## src/rtl/irq_agg_pkg.sv

```systemverilog
package irq_agg_pkg;
  parameter int unsigned NUM_SRC  = 3;
  parameter int unsigned STAT_W   = 8;
  parameter int unsigned FLAG_LSB = 4;
  parameter int unsigned SUM_BIT  = 7;
endpackage

```

## src/rtl/irq_rd_seq.sv

```systemverilog
module irq_rd_seq (
  input  logic clk,
  input  logic rst_n,
  input  logic rd_start_i,
  input  logic rd_end_i,
  output logic in_read_o,
  output logic rd_active_o,
  output logic rd_close_o
);
  logic in_read_q;

  assign rd_active_o = rd_start_i | in_read_q;
  assign rd_close_o  = rd_end_i & rd_active_o;
  assign in_read_o   = in_read_q;

  always_ff @(posedge clk or negedge rst_n) begin
    if (!rst_n)          in_read_q <= 1'b0;
    else if (rd_close_o) in_read_q <= 1'b0;
    else if (rd_start_i) in_read_q <= 1'b1;
  end


  stray_end_chk: assert property (@(posedge clk) disable iff (!rst_n)
    (rd_end_i && !rd_start_i && !in_read_q) |=> !in_read_q);


  open_read_chk: assert property (@(posedge clk) disable iff (!rst_n)
    (rd_start_i && !rd_end_i) |=> in_read_q);
endmodule

```

## src/rtl/irq_flag_cell.sv

```systemverilog
module irq_flag_cell (
  input  logic clk,
  input  logic rst_n,
  input  logic ev_i,
  input  logic rd_active_i,
  input  logic rd_close_i,
  output logic flag_o
);
  logic flag_q;
  logic pend_q;

  always_ff @(posedge clk or negedge rst_n) begin
    if (!rst_n) begin
      flag_q <= 1'b0;
      pend_q <= 1'b0;
    end else if (rd_close_i) begin
      flag_q <= pend_q | ev_i;
      pend_q <= 1'b0;
    end else if (rd_active_i) begin
      pend_q <= pend_q | ev_i;
    end else if (ev_i) begin
      flag_q <= 1'b1;
    end
  end

  assign flag_o = flag_q;


  ev_sets_chk: assert property (@(posedge clk) disable iff (!rst_n)
    (ev_i && !rd_active_i) |=> flag_q);


  frozen_chk: assert property (@(posedge clk) disable iff (!rst_n)
    (rd_active_i && !rd_close_i) |=> $stable(flag_q));


  clear_chk: assert property (@(posedge clk) disable iff (!rst_n)
    (rd_close_i && !ev_i && !pend_q) |=> !flag_q);


  end_edge_chk: assert property (@(posedge clk) disable iff (!rst_n)
    (rd_close_i && ev_i) |=> flag_q);
endmodule

```

## src/rtl/irq_status_view.sv

```systemverilog
module irq_status_view
  import irq_agg_pkg::*;
#(
  parameter int unsigned NSRC = NUM_SRC
) (
  input  logic              clk,
  input  logic              rst_n,
  input  logic [NSRC-1:0]   flags_i,
  input  logic [NSRC-1:0]   en_i,
  input  logic              rd_start_i,
  input  logic              in_read_i,
  output logic [STAT_W-1:0] status_o,
  output logic              irq_n_o
);
  logic              irqf;
  logic [STAT_W-1:0] live;
  logic [STAT_W-1:0] snap_q;

  assign irqf = |(flags_i & en_i);

  always_comb begin
    live = '0;
    live[SUM_BIT] = irqf;
    live[FLAG_LSB +: NSRC] = flags_i;
  end

  always_ff @(posedge clk or negedge rst_n) begin
    if (!rst_n)                       snap_q <= '0;
    else if (rd_start_i && !in_read_i) snap_q <= live;
  end

  assign status_o = in_read_i ? snap_q : live;
  assign irq_n_o  = ~irqf;


  snap_hold_chk: assert property (@(posedge clk) disable iff (!rst_n)
    (in_read_i && $past(in_read_i)) |-> $stable(status_o));


  snap_take_chk: assert property (@(posedge clk) disable iff (!rst_n)
    (rd_start_i && !in_read_i) |=> (!in_read_i || status_o == $past(live)));


  summary_chk: assert property (@(posedge clk) disable iff (!rst_n)
    !in_read_i |-> (status_o[SUM_BIT] == !irq_n_o));
endmodule

```

## src/rtl/irq_flag_agg.sv

```systemverilog
module irq_flag_agg
  import irq_agg_pkg::*;
#(
  parameter int unsigned NSRC = NUM_SRC
) (
  input  logic              clk,
  input  logic              rst_n,
  input  logic              rd_start_i,
  input  logic              rd_end_i,
  input  logic [NSRC-1:0]   en_i,
  input  logic [NSRC-1:0]   ev_i,
  output logic [STAT_W-1:0] status_o,
  output logic              irq_n_o
);
  logic            in_read;
  logic            rd_active;
  logic            rd_close;
  logic [NSRC-1:0] flags;

  irq_rd_seq u_seq (
    .clk        (clk),
    .rst_n      (rst_n),
    .rd_start_i (rd_start_i),
    .rd_end_i   (rd_end_i),
    .in_read_o  (in_read),
    .rd_active_o(rd_active),
    .rd_close_o (rd_close)
  );

  for (genvar k = 0; k < NSRC; k++) begin : g_src
    irq_flag_cell u_cell (
      .clk        (clk),
      .rst_n      (rst_n),
      .ev_i       (ev_i[k]),
      .rd_active_i(rd_active),
      .rd_close_i (rd_close),
      .flag_o     (flags[k])
    );
  end

  irq_status_view #(.NSRC(NSRC)) u_view (
    .clk       (clk),
    .rst_n     (rst_n),
    .flags_i   (flags),
    .en_i      (en_i),
    .rd_start_i(rd_start_i),
    .in_read_i (in_read),
    .status_o  (status_o),
    .irq_n_o   (irq_n_o)
  );


  irq_cause_chk: assert property (@(posedge clk) disable iff (!rst_n)
    !irq_n_o |-> (|(status_o[FLAG_LSB +: NSRC] & en_i)) || in_read);


  low_bits_chk: assert property (@(posedge clk) disable iff (!rst_n)
    status_o[FLAG_LSB-1:0] == '0);
endmodule

```

## config.mk

```make
export PLATFORM = sky130hd
export DESIGN_NAME = irq_flag_agg
export DESIGN_NICKNAME = d
export VERILOG_FILES = /design/src/rtl/irq_agg_pkg.sv /design/src/rtl/irq_rd_seq.sv /design/src/rtl/irq_flag_cell.sv /design/src/rtl/irq_status_view.sv /design/src/rtl/irq_flag_agg.sv
export SDC_FILE = /design/constraint.sdc
export NUM_CORES = 1
export LEC_CHECK = 0
export BUFFER_PORTS_ARGS = -buffer_cell sky130_fd_sc_hd__buf_2
export CAP_MARGIN = 20
export CORE_AREA = 2 2 39 41
export CTS_BUF_LIST = sky130_fd_sc_hd__clkbuf_2
export CTS_CLUSTER_DIAMETER = 40
export CTS_CLUSTER_SIZE = 16
export DETAILED_ROUTE_END_ITERATION = 6
export DIE_AREA = 0 0 41 43
export GPL_TIMING_DRIVEN = 0
export PLACE_DENSITY = 0.7
export SLEW_MARGIN = 20
export SYNTH_ARGS = -nofsm -noshare
export SYNTH_HDL_FRONTEND = slang
export SYNTH_SLANG_ARGS = --single-unit
export TNS_END_PERCENT = 30
```

## constraint.sdc

```tcl
create_clock -name clk -period 1.5 [get_ports clk]
set_input_delay 0.075 -clock clk [delete_from_list [all_inputs] [get_ports clk]]
set_output_delay 0.075 -clock clk [all_outputs]
set_load 0.05 [all_outputs]
```

==> impl_results.md <==
* Clock transition at the registers of the reported paths at around 100 ps
* Post-synthesis cell type count at 18
* Leakage power summed over all cells at 0.327 nW
* Multiplexer fraction of the synthesized cell area at ~16%
* Type of the worst setup path: flop to output pin
* Number of filler instances in the final layout at 144
* Synth top area cells: dfrtp_1 51%, mux2_2 12%, buf_4 5.5%
* H-tree depth at 1
* Cts bufs inserted at 3
* Violation count after the first detailed-route iteration at 6
* Arrival time reported for the critical path endpoint at 1370 ps
* Wire length of the first global-routing pass at between 1500 and 2000 µm
* Chip Height at between 40 and 50 µm
* Max FO, Critical Path at 3
* Wl on met1 at 462 µm
* Final hold slack at 38.1 ps
* Maxcap violations at 0
* Ys Warns at 0
* Number of global-route vias before repair at 396
* Clock tree from TritonCTS: yes
* Cell area after technology mapping at approximately 540 µm²
* Final setup viols at 0
* Syn Inst Count at 48
* Proportion of synthesized chip area in sequential cells at 50.8%
* Average wire per cell in the routed design at 11.3 µm
* Place WS at 59.8 ps
* Cell type contributing the most total cell area after synthesis: dfrtp_1
* Length of routed met2 wiring at 483 µm
* Setup slack after layout at 59.7 ps
* Layout cells sized above 1 at 47.3%
* Simple-gate share of the synthesized area at 10.6%
* Final Core Density at between 50% and 60%
* Highest layer used for signal routing: met4
* Number of max-slew violations in the final report at 0
* Share of the clock period used by the worst path after layout at between 90% and 100%
* Drt pass-1 iters at 4
* Insertion delay of the later-clocked pin in the worst-skew pair at 250 ps
* Drt drc at 0
* Vias after detailed routing at 432
* Clock Sink Count at 11
* Number of buffers added on ports at 14
* Period minus WS final at 1440 ps
* Required @ worst endpoint at ~1400 ps
* Timing-limited maximum frequency at 694 MHz
* Net total in the final layout at 85
* Effective utilization at floorplan at 39.2%
* Sequential Area at 275 µm²
* Critical path capture point type: output pin
* Maximum clock skew at final layout at between 5 and 6 ps
* Synth Area per Inst at roughly 11 µm²
* Weighted congestion at the end of routability-driven global placement at 0.708
* Summed negative setup slack over all endpoints at 0 ps
* Total grt overflow at 0
* Std cell rows at 14
* VDD IR-drop max at about 670 µV
* Die Footprint at 0.00176 mm²
* DIE WIDTH at approximately 40 µm
* Most frequent cells in the layout: 13 x buf_2, 11 x dfrtp_1, 9 x buf_4
* Area share of fa/ha/maj cells after synthesis at 0%
* Number of top-level pins at 19
* ANT nets after route at 0
* RSZ-0062 raised after global routing: true
* Most common library cell in the layout ignoring fill and taps: buf_2
* Class of the tightest hold or removal check: input pin to flop
* Combinational family with the most area after synthesis: multiplexers
* Fraction of the mapped netlist area in compound gates at 12.5%
* Final Hold Fails at 0
* Cell Pwr Density at 1100 mW/mm²
* Run status: finished, final reports clean
* Vias per cell at 4.80
* Initial antenna violation count at 0
* Core ar. at 0.00138 mm²
* Maximum number of pins on one net before global-route repair at 12
* GRT Overall Usage at 15.0%
* Parity-gate share of the synthesized area counting xor and xnor cells at 0%
* Total area of multi-input combinational cells at 240 µm²
* Layout area overhead at 33.7%
* Bufs on Longest Clock Path at 2
* WL final at 1020 µm
* Buffer type at the clock tree root: clkbuf_2
* Crit start category: flop
* Number of synthesized register bits at 11
* Antenna diode count at 0
* Post-synth top area share at 50.8%
* Met3 Wirelength at 64 µm
* HPWL after detailed placement at 750 µm
[where the power goes]
part | total, W | switching (W) | internal [W]
clock | 0.000165 | 0.0000945 | 0.0000708
combinational | 0.000275 | 0.000165 | 0.000110
sequential | 0.000357 | 0.0000212 | 0.000336
total | 0.000797 | 0.000281 | 0.000516
[layout make-up]
type                            instances  area share (%)
Sequential cell                        11            38.0
Multi-Input combinational cell         33            33.2
Timing Repair Buffer                   19            16.4
Buffer                                  6            6.39
Clock buffer                            4            2.76
Tap cell                               16            2.76
Inverter                                1           0.518
[path summary, 6_finish.rpt]
path                       slack (ps)  cells after the start                    from                     end
min in group asynchronous         200                      2                   rst_n  g_src[0].u_cell.pend_q
hold reg to reg                   510                      1        u_view.snap_q[5]        u_view.snap_q[5]
max in group asynchronous        1100                      2                   rst_n        u_view.snap_q[6]
setup reg to reg                  160                      5         u_seq.in_read_o  g_src[0].u_cell.flag_o
setup / recovery                   60                      4  g_src[0].u_cell.flag_o             status_o[7]
hold / removal                     40                      2                rd_end_i         u_seq.in_read_o
[routing by layer]
metal | vias up | track usage, %
met5 | - | 0
met4 | 0 | 12.0
met3 | 2 | 3.14
met2 | 20 | 20.6
met1 | 195 | 19.4
li1 | 215 | -
[Yosys cell counts]
cell / instances
mux2_2: 6
buf_2: 1
buf_6: 1
nor2_1: 5
a222oi_1: 1
nand2b_1: 1
o32a_1: 2
dfrtp_1: 11
nor3_1: 4
inv_1: 1
o21ai_0: 1
buf_4: 4
or2_0: 1
conb_1: 1
o22a_1: 2
and2_1: 1
a21oi_1: 3
mux2i_1: 2
[critical path: stages (launching register included)]
cell	delay [ps]
dfrtp_1	410
a222oi_1	310
buf_4	190
mux2i_4	60
buf_6	150
[state kept, by name (all words and copies together), names as in the netlist]
register and flops:
u_seq.in_read_o 1, u_view.snap_q 4, g_src.u_cell.flag_o 3, g_src.u_cell.pend_q 3
[kinds of logic (layout without fill, tap and decap cells)]
| group | after synthesis | in the layout |
|---|---|---|
| buffers and inverters | 7 | 30 |
| muxes | 8 | 8 |
| DFF | 11 | 11 |
| AOI/OAI and AO/OA | 9 | 9 |
| and+or+nand+nor | 12 | 12 |
| other | 1 | 4 |
[repair_timing]
action | in CTS | in global routing
pin swaps | 1 | 1
endpoints found under the hold margin | 11 | 0
hold buffers | 1 | 0
gates resized for setup | 3 | 0
setup buffers | 3 | 1
setup endpoints to repair | 2 | 2
[stage by stage]
stage	cell area (µm²)	instances	total power, W
3_5_place_dp	656	81	0.000613
5_1_grt	724	90	0.000848
3_3_place_gp	656	81	0.000608
4_1_cts	717	89	0.000805
6_report	724	90	0.000797
2_1_floorplan	566	51	0.000554
No activity file was read; power rests on OpenSTA's default activity.
